File: src/rtl/svd_pkg.sv
package svd_pkg;
   // Trip code for a level select value: base plus a fixed step per level.
   function automatic int unsigned trip_code(input int unsigned base,
                                             input int unsigned step,
                                             input int unsigned sel);
      return base + step * sel;
   endfunction
endpackage

File: src/rtl/svd_thr_table.sv
module svd_thr_table #(
   parameter int unsigned CODE_W   = 10,
   parameter int unsigned SEL_W    = 3,
   parameter int unsigned BASE     = 220,
   parameter int unsigned STEP     = 10,
   parameter int unsigned HYST     = 10,
   parameter bit          USE_TABLE = 1'b1
) (
   input  logic [SEL_W-1:0]  sel_i,
   output logic [CODE_W-1:0] fall_thr_o,
   output logic [CODE_W-1:0] rise_thr_o
);
   localparam int unsigned NLEV = 1 << SEL_W;
   localparam int unsigned TOP  = svd_pkg::trip_code(BASE, STEP, NLEV - 1) + HYST;

   if (TOP >= (1 << CODE_W)) begin : g_width_bad
      $error("svd_thr_table: CODE_W too narrow for highest trip code");
   end

   if (USE_TABLE) begin : g_table
      logic [CODE_W-1:0] fall_tbl [NLEV];
      for (genvar i = 0; i < NLEV; i++) begin : g_lev
         assign fall_tbl[i] = CODE_W'(svd_pkg::trip_code(BASE, STEP, i));
      end
      assign fall_thr_o = fall_tbl[sel_i];
   end else begin : g_math
      assign fall_thr_o = CODE_W'(BASE) + CODE_W'(STEP) * CODE_W'(sel_i);
   end

   assign rise_thr_o = fall_thr_o + CODE_W'(HYST);
endmodule

File: src/rtl/svd_hyst.sv
module svd_hyst #(
   parameter int unsigned CODE_W = 10
) (
   input  logic              clk_i,
   input  logic              rst_ni,
   input  logic [CODE_W-1:0] code_i,
   input  logic              vld_i,
   input  logic              en_i,
   input  logic              standby_i,
   input  logic [CODE_W-1:0] fall_thr_i,
   input  logic [CODE_W-1:0] rise_thr_i,
   output logic              flag_o,
   output logic              set_o,
   output logic              clr_o
);
   logic lock_q, flag_q, active;
   logic go_low, go_high;

   assign active  = en_i && !standby_i && !lock_q && vld_i;
   assign go_low  = code_i < fall_thr_i;
   assign go_high = code_i >= rise_thr_i;
   assign set_o   = active && go_low && !flag_q;
   assign clr_o   = active && go_high && flag_q;
   assign flag_o  = flag_q;

   always_ff @(posedge clk_i or negedge rst_ni) begin
      if (!rst_ni) begin
         lock_q <= 1'b0;
      end else if (standby_i) begin
         lock_q <= 1'b1;
      end else if (!en_i) begin
         lock_q <= 1'b0;
      end
   end

   always_ff @(posedge clk_i or negedge rst_ni) begin
      if (!rst_ni) begin
         flag_q <= 1'b0;
      end else if (!en_i || standby_i || lock_q) begin
         flag_q <= 1'b0;
      end else if (set_o) begin
         flag_q <= 1'b1;
      end else if (clr_o) begin
         flag_q <= 1'b0;
      end
   end


   band_hold_chk: assert property (@(posedge clk_i) disable iff (!rst_ni)
      (active && code_i >= fall_thr_i && code_i < rise_thr_i) |=> (flag_q == $past(flag_q)));

   novalid_hold_chk: assert property (@(posedge clk_i) disable iff (!rst_ni)
      (!vld_i && en_i && !standby_i && !lock_q) |=> $stable(flag_q));

   standby_clear_chk: assert property (@(posedge clk_i) disable iff (!rst_ni)
      standby_i |=> !flag_q);
endmodule

File: src/rtl/svd_evt.sv
module svd_evt (
   input  logic clk_i,
   input  logic rst_ni,
   input  logic set_i,
   input  logic clr_i,
   input  logic rise_en_i,
   input  logic fall_en_i,
   input  logic flag_i,
   output logic rise_ev_o,
   output logic fall_ev_o
);
   always_ff @(posedge clk_i or negedge rst_ni) begin
      if (!rst_ni) begin
         rise_ev_o <= 1'b0;
         fall_ev_o <= 1'b0;
      end else begin
         rise_ev_o <= clr_i && rise_en_i;
         fall_ev_o <= set_i && fall_en_i;
      end
   end


   fall_pulse_chk: assert property (@(posedge clk_i) disable iff (!rst_ni)
      fall_ev_o |=> !fall_ev_o);

   rise_pulse_chk: assert property (@(posedge clk_i) disable iff (!rst_ni)
      rise_ev_o |=> !rise_ev_o);

   fall_flag_chk: assert property (@(posedge clk_i) disable iff (!rst_ni)
      fall_ev_o |-> (flag_i && !$past(flag_i)));

   rise_flag_chk: assert property (@(posedge clk_i) disable iff (!rst_ni)
      rise_ev_o |-> (!flag_i && $past(flag_i)));
endmodule

File: src/rtl/svd_top.sv
module svd_top #(
   parameter int unsigned CODE_W    = 10,
   parameter int unsigned SEL_W     = 3,
   parameter int unsigned BASE      = 220,
   parameter int unsigned STEP      = 10,
   parameter int unsigned HYST      = 10,
   parameter bit          USE_TABLE = 1'b1
) (
   input  logic              clk_i,
   input  logic              rst_ni,
   input  logic [CODE_W-1:0] sample_code_i,
   input  logic              sample_vld_i,
   input  logic              det_en_i,
   input  logic [SEL_W-1:0]  level_sel_i,
   input  logic              standby_i,
   input  logic              rise_ev_en_i,
   input  logic              fall_ev_en_i,
   output logic              below_o,
   output logic              rise_ev_o,
   output logic              fall_ev_o
);
   if (HYST == 0) begin : g_hyst_bad
      $error("svd_top: HYST must be non-zero");
   end

   logic [CODE_W-1:0] fall_thr, rise_thr;
   logic              set_s, clr_s;

   svd_thr_table #(
      .CODE_W(CODE_W), .SEL_W(SEL_W), .BASE(BASE), .STEP(STEP),
      .HYST(HYST), .USE_TABLE(USE_TABLE)
   ) u_thr (
      .sel_i(level_sel_i), .fall_thr_o(fall_thr), .rise_thr_o(rise_thr)
   );

   svd_hyst #(.CODE_W(CODE_W)) u_hyst (
      .clk_i(clk_i), .rst_ni(rst_ni), .code_i(sample_code_i),
      .vld_i(sample_vld_i), .en_i(det_en_i), .standby_i(standby_i),
      .fall_thr_i(fall_thr), .rise_thr_i(rise_thr),
      .flag_o(below_o), .set_o(set_s), .clr_o(clr_s)
   );

   svd_evt u_evt (
      .clk_i(clk_i), .rst_ni(rst_ni), .set_i(set_s), .clr_i(clr_s),
      .rise_en_i(rise_ev_en_i), .fall_en_i(fall_ev_en_i), .flag_i(below_o),
      .rise_ev_o(rise_ev_o), .fall_ev_o(fall_ev_o)
   );


   disabled_quiet_chk: assert property (@(posedge clk_i) disable iff (!rst_ni)
      !det_en_i |=> (!below_o && !rise_ev_o && !fall_ev_o));

   no_dual_event_chk: assert property (@(posedge clk_i) disable iff (!rst_ni)
      !(rise_ev_o && fall_ev_o));
endmodule

File: config.mk
export PLATFORM = sky130hd
export DESIGN_NAME = svd_top
export DESIGN_NICKNAME = d
export VERILOG_FILES = /design/src/rtl/svd_pkg.sv /design/src/rtl/svd_thr_table.sv /design/src/rtl/svd_hyst.sv /design/src/rtl/svd_evt.sv /design/src/rtl/svd_top.sv
export SDC_FILE = /design/constraint.sdc
export NUM_CORES = 1
export LEC_CHECK = 0
export BUFFER_PORTS_ARGS = -buffer_cell sky130_fd_sc_hd__buf_2
export CAP_MARGIN = 10
export CELL_PAD_IN_SITES_DETAIL_PLACEMENT = 1
export CELL_PAD_IN_SITES_GLOBAL_PLACEMENT = 1
export CORE_AREA = 2 2 47 49
export CTS_CLUSTER_SIZE = 8
export DETAILED_ROUTE_END_ITERATION = 8
export DIE_AREA = 0 0 49 51
export HOLD_SLACK_MARGIN = 0.12
export PLACE_DENSITY = 0.83
export RECOVER_POWER = 50
export REMOVE_ABC_BUFFERS = 1
export SLEW_MARGIN = 10
export SYNTH_ARGS = -nofsm -noshare
export SYNTH_HDL_FRONTEND = slang
export SYNTH_SLANG_ARGS = --single-unit
File: constraint.sdc
create_clock -name clk_i -period 1.1 [get_ports clk_i]
set_input_delay 0 -clock clk_i [delete_from_list [all_inputs] [get_ports clk_i]]
set_output_delay 0 -clock clk_i [all_outputs]
set_load 0.005 [all_outputs]
==> results of run 1 <==
[worst paths after layout]
kind,from,to,slack [ns],cells past startpoint
min in group asynchronous,rst_ni,u_evt.rise_ev_o$_DFF_PN0_,0.67,3
max in group asynchronous,rst_ni,u_evt.fall_ev_o$_DFF_PN0_,0.26,3
worst min register to register,u_hyst.lock_q$_DFFE_PN0P_,u_hyst.lock_q$_DFFE_PN0P_,0.48,1
worst max register to register,u_hyst.flag_o$_DFFE_PN0P_,u_hyst.flag_o$_DFFE_PN0P_,-0.07,4
worst max-delay path,level_sel_i[0],u_evt.rise_ev_o$_DFF_PN0_,-0.70,13
worst min-delay path,sample_vld_i,u_hyst.flag_o$_DFFE_PN0P_,0.15,4
[synthesized netlist by cell type]
library cell	instances	area share [%]
a2111oi_0	1	1.3
a211o_1	1	1.3
a21o_1	3	3.2
a21oi_1	4	2.9
a21oi_2	1	1.3
a221oi_2	1	2.2
a31oi_1	3	2.7
and2_1	1	0.90
and4_1	2	2.5
clkbuf_1	1	0.54
dfrtp_1	4	14
ha_1	20	36
inv_1	9	4.9
nand2_1	3	1.6
nand2b_1	3	2.7
nand3_1	1	0.72
nor2_1	1	0.54
nor2b_1	1	0.90
nor2b_4	1	2.0
nor3b_1	1	1.1
nor4b_1	1	1.3
o211ai_1	1	1.1
o21ai_0	2	1.4
o21ai_1	1	0.72
o21ai_2	2	2.5
o21bai_1	1	1.1
o31ai_1	2	2.2
xnor2_1	1	1.3
xor2_1	2	2.5
xor2_2	1	2.3
[metal layers]
layer | routed length [um] | up-vias | GRT usage, %
met5 | 0 | - | 0
met4 | 76 | 0 | 13.3
met3 | 101 | 11 | 3.22
met2 | 1230 | 32 | 41.8
met1 | 692 | 353 | 15.9
li1 | - | 381 | -
[layout make-up]
class / instances / area, um^2
clock buffer: 3 / 22.5
tap: 28 / 35.0
multi-input combinational: 62 / 619
fill: 263 / 893
inverter: 9 / 38.8
sequential: 4 / 100
timing repair buffer: 50 / 354
[logic make-up after synthesis]
| family | count (synthesis) | share of synthesized area [%] |
|---|---|---|
| AO/OA/AOI/OAI | 23 | 23.8 |
| adder cells (fa/ha/maj) | 20 | 36.0 |
| AND/OR/NAND/NOR | 15 | 14.2 |
| buffers and inverters | 10 | 5.40 |
| XOR/XNOR | 4 | 6.13 |
| flip-flops | 4 | 14.4 |
[cell usage in the layout (no fill, tap or decap), types with 2 or more instances in the layout]
cell type       n
and4_1          2
inv_1           7
a21o_1          3
o31ai_1         2
inv_4           2
a21oi_2         2
buf_2          19
clkbuf_4        3
a31oi_1         3
o21ai_2         2
nand2_1         3
xor2_1          2
dlygate4sd3_1   6
ha_4            2
ha_1           17
buf_4          22
dfrtp_1         4
nand2b_1        2
a21oi_1         3
buf_8           2
[registers in the layout, indices dropped and copies added, names as in the netlist]
name             count
u_evt.fall_ev_o      1
u_hyst.flag_o        1
u_hyst.lock_q        1
u_evt.rise_ev_o      1
[power groups by stage]
| stage | registers, mW | clock network (mW) | logic, mW |
|---|---|---|---|
| after floorplan | 0.154 | 0 | 0.212 |
| after global placement | 0.154 | 0 | 0.368 |
| after detailed placement | 0.155 | 0 | 0.394 |
| after CTS | 0.153 | 0.199 | 0.466 |
| after global routing | 0.153 | 0.214 | 0.539 |
| final | 0.153 | 0.188 | 0.480 |
[per-stage QoR]
| stage | util [%] | setup slack, ns | power, mW | std cells | area (um^2) |
|---|---|---|---|---|---|
| 5_1_grt | 56.7 | -0.840 | 0.906 | 156 | 1170 |
| 3_3_place_gp | 47.1 | -1.08 | 0.522 | 143 | 971 |
| 6_report | 56.7 | -0.698 | 0.821 | 156 | 1170 |
| 4_1_cts | 55.7 | -0.647 | 0.818 | 155 | 1150 |
| 2_1_floorplan | - | -0.962 | 0.367 | 75 | 691 |
| 3_5_place_dp | 47.1 | -1.15 | 0.549 | 143 | 971 |
[repair_timing]
| item | CTS | global route |
|---|---|---|
| hold buffers | 6 | 0 |
| pin swaps | 10 | 7 |
| hold endpoints to repair | 7 | 0 |
| resized for setup | 17 | 2 |
| endpoints found under the setup margin | 3 | 3 |
| buffers inserted | 3 | 1 |
[worst reg2reg max path: stages (launching register included)]
cell      delay, ns
dfrtp_1        0.38
nor4b_1        0.28
nand2_1        0.10
a31oi_1        0.19
o21bai_1       0.14
==> flow_summary.toml, run 1 <==
[status]
outcome = "finished with violations"
violations = "negative setup slack"

[synthesis]
synth_area_per_cell_um2 = 9.14
yosys_warnings = 0
synth-seq-area-share_pct = 14.4
postSynthCellCount = 76
ys_ff_latch = 4
synth_cell_types = 30
syn_area_um2 = 694

[sta]
worst_slack_ns = -0.698
setup_tns_ns = -1.74
hold_ws_ns = 0.153
hold_viol = 0
drv_slew = 0
finalSetupViolCount = 3
worst_pin_slew_ns = 0.369
period_needed_ns = 1.80
rsz0062_at_grt = "yes"
fmax_ghz = 0.556
fin_skew_ns = 0.00250
period_share_pct = 163
slew_headroom_pct = 75.4

[global_routing]
grt_max_degree = 7
antenna_found_initial = 0
grt_pass1_wl_um = 3620
grt_pass1_vias = 869
track_usage_pct = 19.5
grt_remaining_overflow = 0

[critical_path]
worstSetupStartpointType = "primary input"
worstPathRequired_ns = 1.28
cp_max_fo = 2
crit_arrival_ns = 1.98
critPathSlowestCell = "ha_1"
path_delay_family = "adder cells"
crit_buf_inv = 2
crit_path_end_kind = "register"
critical-path-max-stage-delay_ns = 0.31
crit_chain = "buf_8 > inv_4 > ha_4 > xor2_4 > o21ai_2 > nor2b_4 > a21oi_2 > a31oi_1 > ha_1 > and4_1 > o21ai_2 > a31oi_1 > and4_1"
path_class = "in -> reg"

[floorplanning]
die_x_um = 49
die-area_mm2 = 0.00250
fp.coreArea_mm2 = 0.00206
row_count = 17
die_h_um = 51
io-pin-count = 23
initial_core_util_pct = 33.7

[clock_tree]
clk_path_buf_depth = 2
htree_levels = 1
cts_root_buffer = "clkbuf_4"
insertion_delay_ns = 0.24
path_clk_slew_ns = 0.04
cts_made_buffers = 3
cts_sinks = 4
tritoncts = "done"

[power_and_ir_drop]
p_leak_nw = 0.609
peakVddDrop_v = 0.000328
p_sw_mw = 0.283
pwr-share-comb_pct = 58.5
clockPowerShare_pct = 22.9
p_seq_share_pct = 18.6
p_sw_share_pct = 34.5
intPower_mw = 0.538
power_density_mw_per_mm2 = 702

[place]
port_buffers = 22
dp_hpwl_um = 1800
gp_congestion = 0.792

[layout]
num-nets-final = 170
drive_gt1_share_pct = 46.9
areaGrowthSynthToFinish_pct = 68.5
diodes = 0

[routing]
via_per_inst = 4.98
post_drt_wl_per_cell_um = 13.4
drt-initial-drc-count = 5
first_pass_iters = 4
num_vias = 777
ant_nets = 0
post-route-drc-count = 0
routed_wl_um = 2100

[hold_path]
worstHoldPathType = "in -> reg"

[flow_run]
cap_violations = 0
No activity file was read; power rests on OpenSTA's default activity.
==> inputs of run 2 (changes only) <==
--- a/config.mk
+++ b/config.mk
@@ -14,7 +14,7 @@
 export DETAILED_ROUTE_END_ITERATION = 8
 export DIE_AREA = 0 0 49 51
 export HOLD_SLACK_MARGIN = 0.12
-export PLACE_DENSITY = 0.83
+export PLACE_DENSITY_LB_ADDON = 0.1
 export RECOVER_POWER = 50
 export REMOVE_ABC_BUFFERS = 1
 export SLEW_MARGIN = 10
==> run 2 against run 1 <==
  * The run still ends with negative setup slack left
  * Global-route usage rose by 3.4 points
  * Sequential power barely moved
  * Clock skew fell by 0.0019 ns
  * Sequential cell count did not move
  * Cell area rose by 8.0%
  * Critical path type unchanged
  * Largest power group unchanged
  * Highest routed layer unchanged
==> flow_summary.toml, run 2 (same netlist as run 1, synthesis figures left out) <==
[power_and_ir_drop]
peakVddDrop_v = 0.000348
pwr-share-comb_pct = 62.3
intPower_mw = 0.573
total_power_mw = 0.905
power_density_mw_per_mm2 = 716
p_sw_share_pct = 36.7
clockPowerShare_pct = 20.8
p_sw_mw = 0.332
p_seq_share_pct = 16.9
p_leak_nw = 0.627

[place]
dp_hpwl_um = 1690
port_buffers = 22
placed_cells = 144
gp_congestion = 0.777
dpl_cell_area_um2 = 978
preCtsSetupSlack_ns = -1.06

[sta]
slew_headroom_pct = 77.7
finalSetupViolCount = 3
rsz0062_at_grt = "yes"
period_needed_ns = 1.80
worst_slack_ns = -0.696
fmax_ghz = 0.557
worst_pin_slew_ns = 0.331
hold_viol = 0
drv_slew = 0
fin_skew_ns = 0.000565
period_share_pct = 163

[routing]
drt-initial-drc-count = 3
via_per_inst = 5.04
post-route-drc-count = 0
first_pass_iters = 4
routed_wl_um = 2690
num_vias = 801
ant_nets = 0
post_drt_wl_per_cell_um = 16.9

[floorplanning]
die_h_um = 51
fp.coreArea_mm2 = 0.00206
die_x_um = 49
die-area_mm2 = 0.00250
initial_core_util_pct = 33.7
row_count = 17
io-pin-count = 23

[clock_tree]
cts_sinks = 4
clk_path_buf_depth = 2
insertion_delay_ns = 0.24
tritoncts = "done"
cts_root_buffer = "clkbuf_4"
path_clk_slew_ns = 0.04
cts_made_buffers = 3
htree_levels = 1

[layout]
areaGrowthSynthToFinish_pct = 82.0
final_common_cell = "buf_4"
num-nets-final = 173
diodes = 0
finalNonFillerCells = 159
post-route-cell-area_mm2 = 0.00126
post-route-util_pct = 61.2
mostFrequentLayoutCells = "21 x buf_4, 18 x buf_2, 15 x ha_1, 7 x inv_1, 6 x dlygate4sd3_1"
drive_gt1_share_pct = 55.0

[critical_path]
worstPathRequired_ns = 1.23
crit_path_end_kind = "register"
crit_arrival_ns = 1.92
path_class = "in -> reg"
cp_max_fo = 2
worstSetupStartpointType = "primary input"

[global_routing]
grt_pass1_wl_um = 4120
antenna_found_initial = 0
grt_max_degree = 7
grt_pass1_vias = 940
track_usage_pct = 22.9
grt_remaining_overflow = 0

[status]
violations = "negative setup slack"
outcome = "finished with violations"

[flow_run]
cap_violations = 0

[hold_path]
worstHoldPathType = "in -> reg"
[run 2: power groups by stage]
stage,clock network [mW],registers (mW),logic (mW)
finish,0.188,0.153,0.564
global placement,0,0.154,0.376
floorplan,0,0.154,0.212
global route,0.203,0.153,0.621
CTS,0.194,0.153,0.476
detailed placement,0,0.155,0.393
[run 2: final timing paths]
check,from,cells after the start,endpoint,slack [ns]
max,level_sel_i[0],13,u_evt.rise_ev_o$_DFF_PN0_,-0.70
min,sample_vld_i,4,u_hyst.flag_o$_DFFE_PN0P_,0.16
max reg2reg,u_hyst.flag_o$_DFFE_PN0P_,4,u_evt.fall_ev_o$_DFF_PN0_,-0.10
min reg2reg,u_hyst.lock_q$_DFFE_PN0P_,1,u_hyst.lock_q$_DFFE_PN0P_,0.48
max in group asynchronous,rst_ni,3,u_evt.fall_ev_o$_DFF_PN0_,0.24
min in group asynchronous,rst_ni,3,u_hyst.flag_o$_DFFE_PN0P_,0.69
[run 2: critical path: stages]
cell and delay (ns):
buf_8 0.10, inv_4 0.05, ha_4 0.20, xor2_2 0.15, o21ai_2 0.07, nor2b_4 0.18
a21oi_2 0.07, buf_4 0.13, ha_1 0.22, buf_4 0.15, o31ai_1 0.34, a31oi_2 0.07
and4_1 0.19
[run 2: through the flow]
step / setup TNS, ns / hold slack (ns)
final: -1.72 / 0.157
after global routing: -2.04 / 0.215
after CTS: -1.54 / 0.142
after detailed placement: -2.84 / -0.194
after global placement: -2.80 / -0.194
after floorplan: -2.15 / -0.296
[run 2: layout make-up]
cell class                 instances  area [um^2]
fill                             248          800
timing repair buffer              53          390
tap                               28         35.0
sequential                         4          100
multi-input combinational         62          677
clock buffer                       3         22.5
inverter                           9         38.8
[run 2: layer usage]
metal | vias to the layer above | part of all wire [%] | wire (um) | GRT usage (%)
met2 | 22 | 64 | 1730 | 50.5
met1 | 384 | 31 | 835 | 17.3
met3 | 8 | 1.4 | 38 | 4.09
met4 | 0 | 3.1 | 84 | 15.7
li1 | 387 | - | - | -
met5 | - | 0 | 0 | 0
[run 2: timing repair]
action	in CTS	in global routing
gates resized for setup	25	9
hold buffers	6	0
setup endpoints to repair	3	3
setup buffers	3	3
pin swaps	15	9
hold endpoints to repair	7	0
==> inputs of run 3 (changes only) <==
--- a/config.mk
+++ b/config.mk
@@ -14,7 +14,7 @@
 export DETAILED_ROUTE_END_ITERATION = 8
 export DIE_AREA = 0 0 49 51
 export HOLD_SLACK_MARGIN = 0.12
-export PLACE_DENSITY_LB_ADDON = 0.1
+export PLACE_DENSITY = 0.77
 export RECOVER_POWER = 50
 export REMOVE_ABC_BUFFERS = 1
 export SLEW_MARGIN = 10
==> run 3 against run 2 <==
  * The flow still finishes with violations (negative setup slack)
  * Maximum frequency is 0.43% lower
  * Critical path depth stayed put
  * Utilization is 5.1 points lower
  * Sequential power hardly changed
  * Clock skew is 0.0063 ns higher
  * Die area stayed put
  * Total power is 10% lower
  * Wire length is 23% lower
  * Sequential cell count stayed put
  * Largest power group unchanged
  * Critical path type unchanged
  * Global-route usage is 4.9 points lower
  * Cell area is 8.3% lower
  * First-iteration DRC count stayed put
==> flow_summary.toml, run 3 (same netlist as run 1, synthesis figures left out) <==
[status]
outcome = "finished with violations"
violations = "negative setup slack"

[flow_run]
cap_violations = 0

[floorplanning]
row_count = 17
die_x_um = 49
die_h_um = 51
initial_core_util_pct = 33.7
die-area_mm2 = 0.00250
fp.coreArea_mm2 = 0.00206
io-pin-count = 23

[global_routing]
track_usage_pct = 18.0
grt_pass1_wl_um = 3450
antenna_found_initial = 0
grt_remaining_overflow = 0
grt_pass1_vias = 785
grt_max_degree = 6

[sta]
rsz0062_at_grt = "yes"
period_share_pct = 164
fin_skew_ns = 0.00686
setup_tns_ns = -1.69
hold_viol = 0
finalSetupViolCount = 3
worst_slack_ns = -0.704
worst_pin_slew_ns = 0.299
drv_slew = 0
slew_headroom_pct = 80.0
fmax_ghz = 0.554
period_needed_ns = 1.80

[clock_tree]
clk_path_buf_depth = 2
htree_levels = 1
cts_made_buffers = 3
path_clk_slew_ns = 0.04
insertion_delay_ns = 0.24
cts_sinks = 4
cts_root_buffer = "clkbuf_4"
tritoncts = "done"

[critical_path]
critPathSlowestCell = "ha_1"
critical-path-max-stage-delay_ns = 0.31
r2r_end = "u_evt.fall_ev_o$_DFF_PN0_"
ff2ff_setup_slack_ns = -0.08
worstSetupStartpointType = "primary input"
reg2reg_from = "u_hyst.flag_o$_DFFE_PN0P_"
startpoint = "level_sel_i[0]"
worstPathRequired_ns = 1.27
cp_max_fo = 2
timing.reg2reg.worst_path_depth = 4
crit_path_end_kind = "register"
crit_chain = "buf_8 > inv_4 > ha_4 > xor2_2 > o21ai_2 > nor2b_4 > a21oi_2 > a31oi_1 > ha_1 > and4_1 > o21ai_2 > a31oi_1 > and4_1"
path_class = "in -> reg"
crit_arrival_ns = 1.97

[layout]
seq_area_um2 = 100
drive_gt1_share_pct = 45.2
post-route-util_pct = 56.2
areaGrowthSynthToFinish_pct = 66.8
post-route-cell-area_mm2 = 0.00116
multi_input_area_um2 = 636
fillers = 249
num-nets-final = 166
diodes = 0
final_common_cell = "buf_2"
mostFrequentLayoutCells = "18 x buf_2, 17 x ha_1, 17 x buf_4, 7 x inv_1, 6 x dlygate4sd3_1"

[place]
dp_hpwl_um = 1690
port_buffers = 22
gp_congestion = 0.757
dpl_cell_area_um2 = 948

[hold_path]
worstHoldPathType = "in -> reg"
holdPathEnd = "u_hyst.flag_o$_DFFE_PN0P_"
min_path_cells = 4
hp-start = "sample_vld_i"

[routing]
drt-initial-drc-count = 3
via_per_inst = 4.95
post-route-drc-count = 0
first_pass_iters = 4
routed_wl_um = 2080
num_vias = 752
ant_nets = 0
post_drt_wl_per_cell_um = 13.7

[power_and_ir_drop]
power_density_mw_per_mm2 = 701
p_leak_nw = 0.589
peakVddDrop_v = 0.000407
## run 3: critical path, delay by kind of cell
family	cells	cell delay, ns
simple gates	3	0.54
compound gates	5	0.57
buf+inv	2	0.11
fa+ha+maj	2	0.57
xor+xnor	1	0.17
## run 3: worst max path at each step
stage / to / slack, ns / cells after the start
after global routing: u_evt.rise_ev_o$_DFF_PN0_ / -0.84 / 13
after floorplan: u_evt.rise_ev_o$_DFF_PN0_ / -0.96 / 11
final: u_evt.rise_ev_o$_DFF_PN0_ / -0.70 / 13
after global placement: u_evt.rise_ev_o$_DFF_PN0_ / -1.04 / 12
after detailed placement: u_evt.rise_ev_o$_DFF_PN0_ / -1.21 / 12
after CTS: u_evt.rise_ev_o$_DFF_PN0_ / -0.67 / 13
## run 3: timing repair
action	4_1_cts	5_1_grt
resized for setup	13	9
setup endpoints to repair	3	3
setup buffers	2	1
pin swaps	8	5
hold buffers	6	0
hold endpoints to repair	7	0
## run 3: area by class of cell
class                           count  share of cell area, %
Clock buffer                        3                   1.94
Inverter                            9                   3.35
Multi-Input combinational cell     62                   54.9
Sequential cell                     4                   8.64
Tap cell                           28                   3.02
Timing Repair Buffer               46                   28.2
## run 3: report_power, final
part / switching, mW / internal [mW] / total (mW)
Clock: 0.0629 / 0.122 / 0.185
Combinational: 0.217 / 0.256 / 0.474
Sequential: 0.00178 / 0.151 / 0.153
Total: 0.282 / 0.530 / 0.812
## run 3: metrics by stage
step,power (mW),setup slack (ns),hold WS (ns),std cells
floorplan,0.367,-0.962,-0.296,75
global placement,0.514,-1.04,-0.193,140
detailed placement,0.536,-1.21,-0.186,140
CTS,0.783,-0.674,0.145,151
global route,0.896,-0.843,0.183,152
finish,0.812,-0.704,0.127,152
## run 3: layer usage
metal | GRT usage (%) | vias to the layer above | share of wire, %
li1 | - | 376 | -
met1 | 17.5 | 340 | 36
met2 | 37.0 | 28 | 56
met3 | 2.63 | 8 | 5.4
met4 | 8.57 | 0 | 2.8
met5 | 0 | - | 0
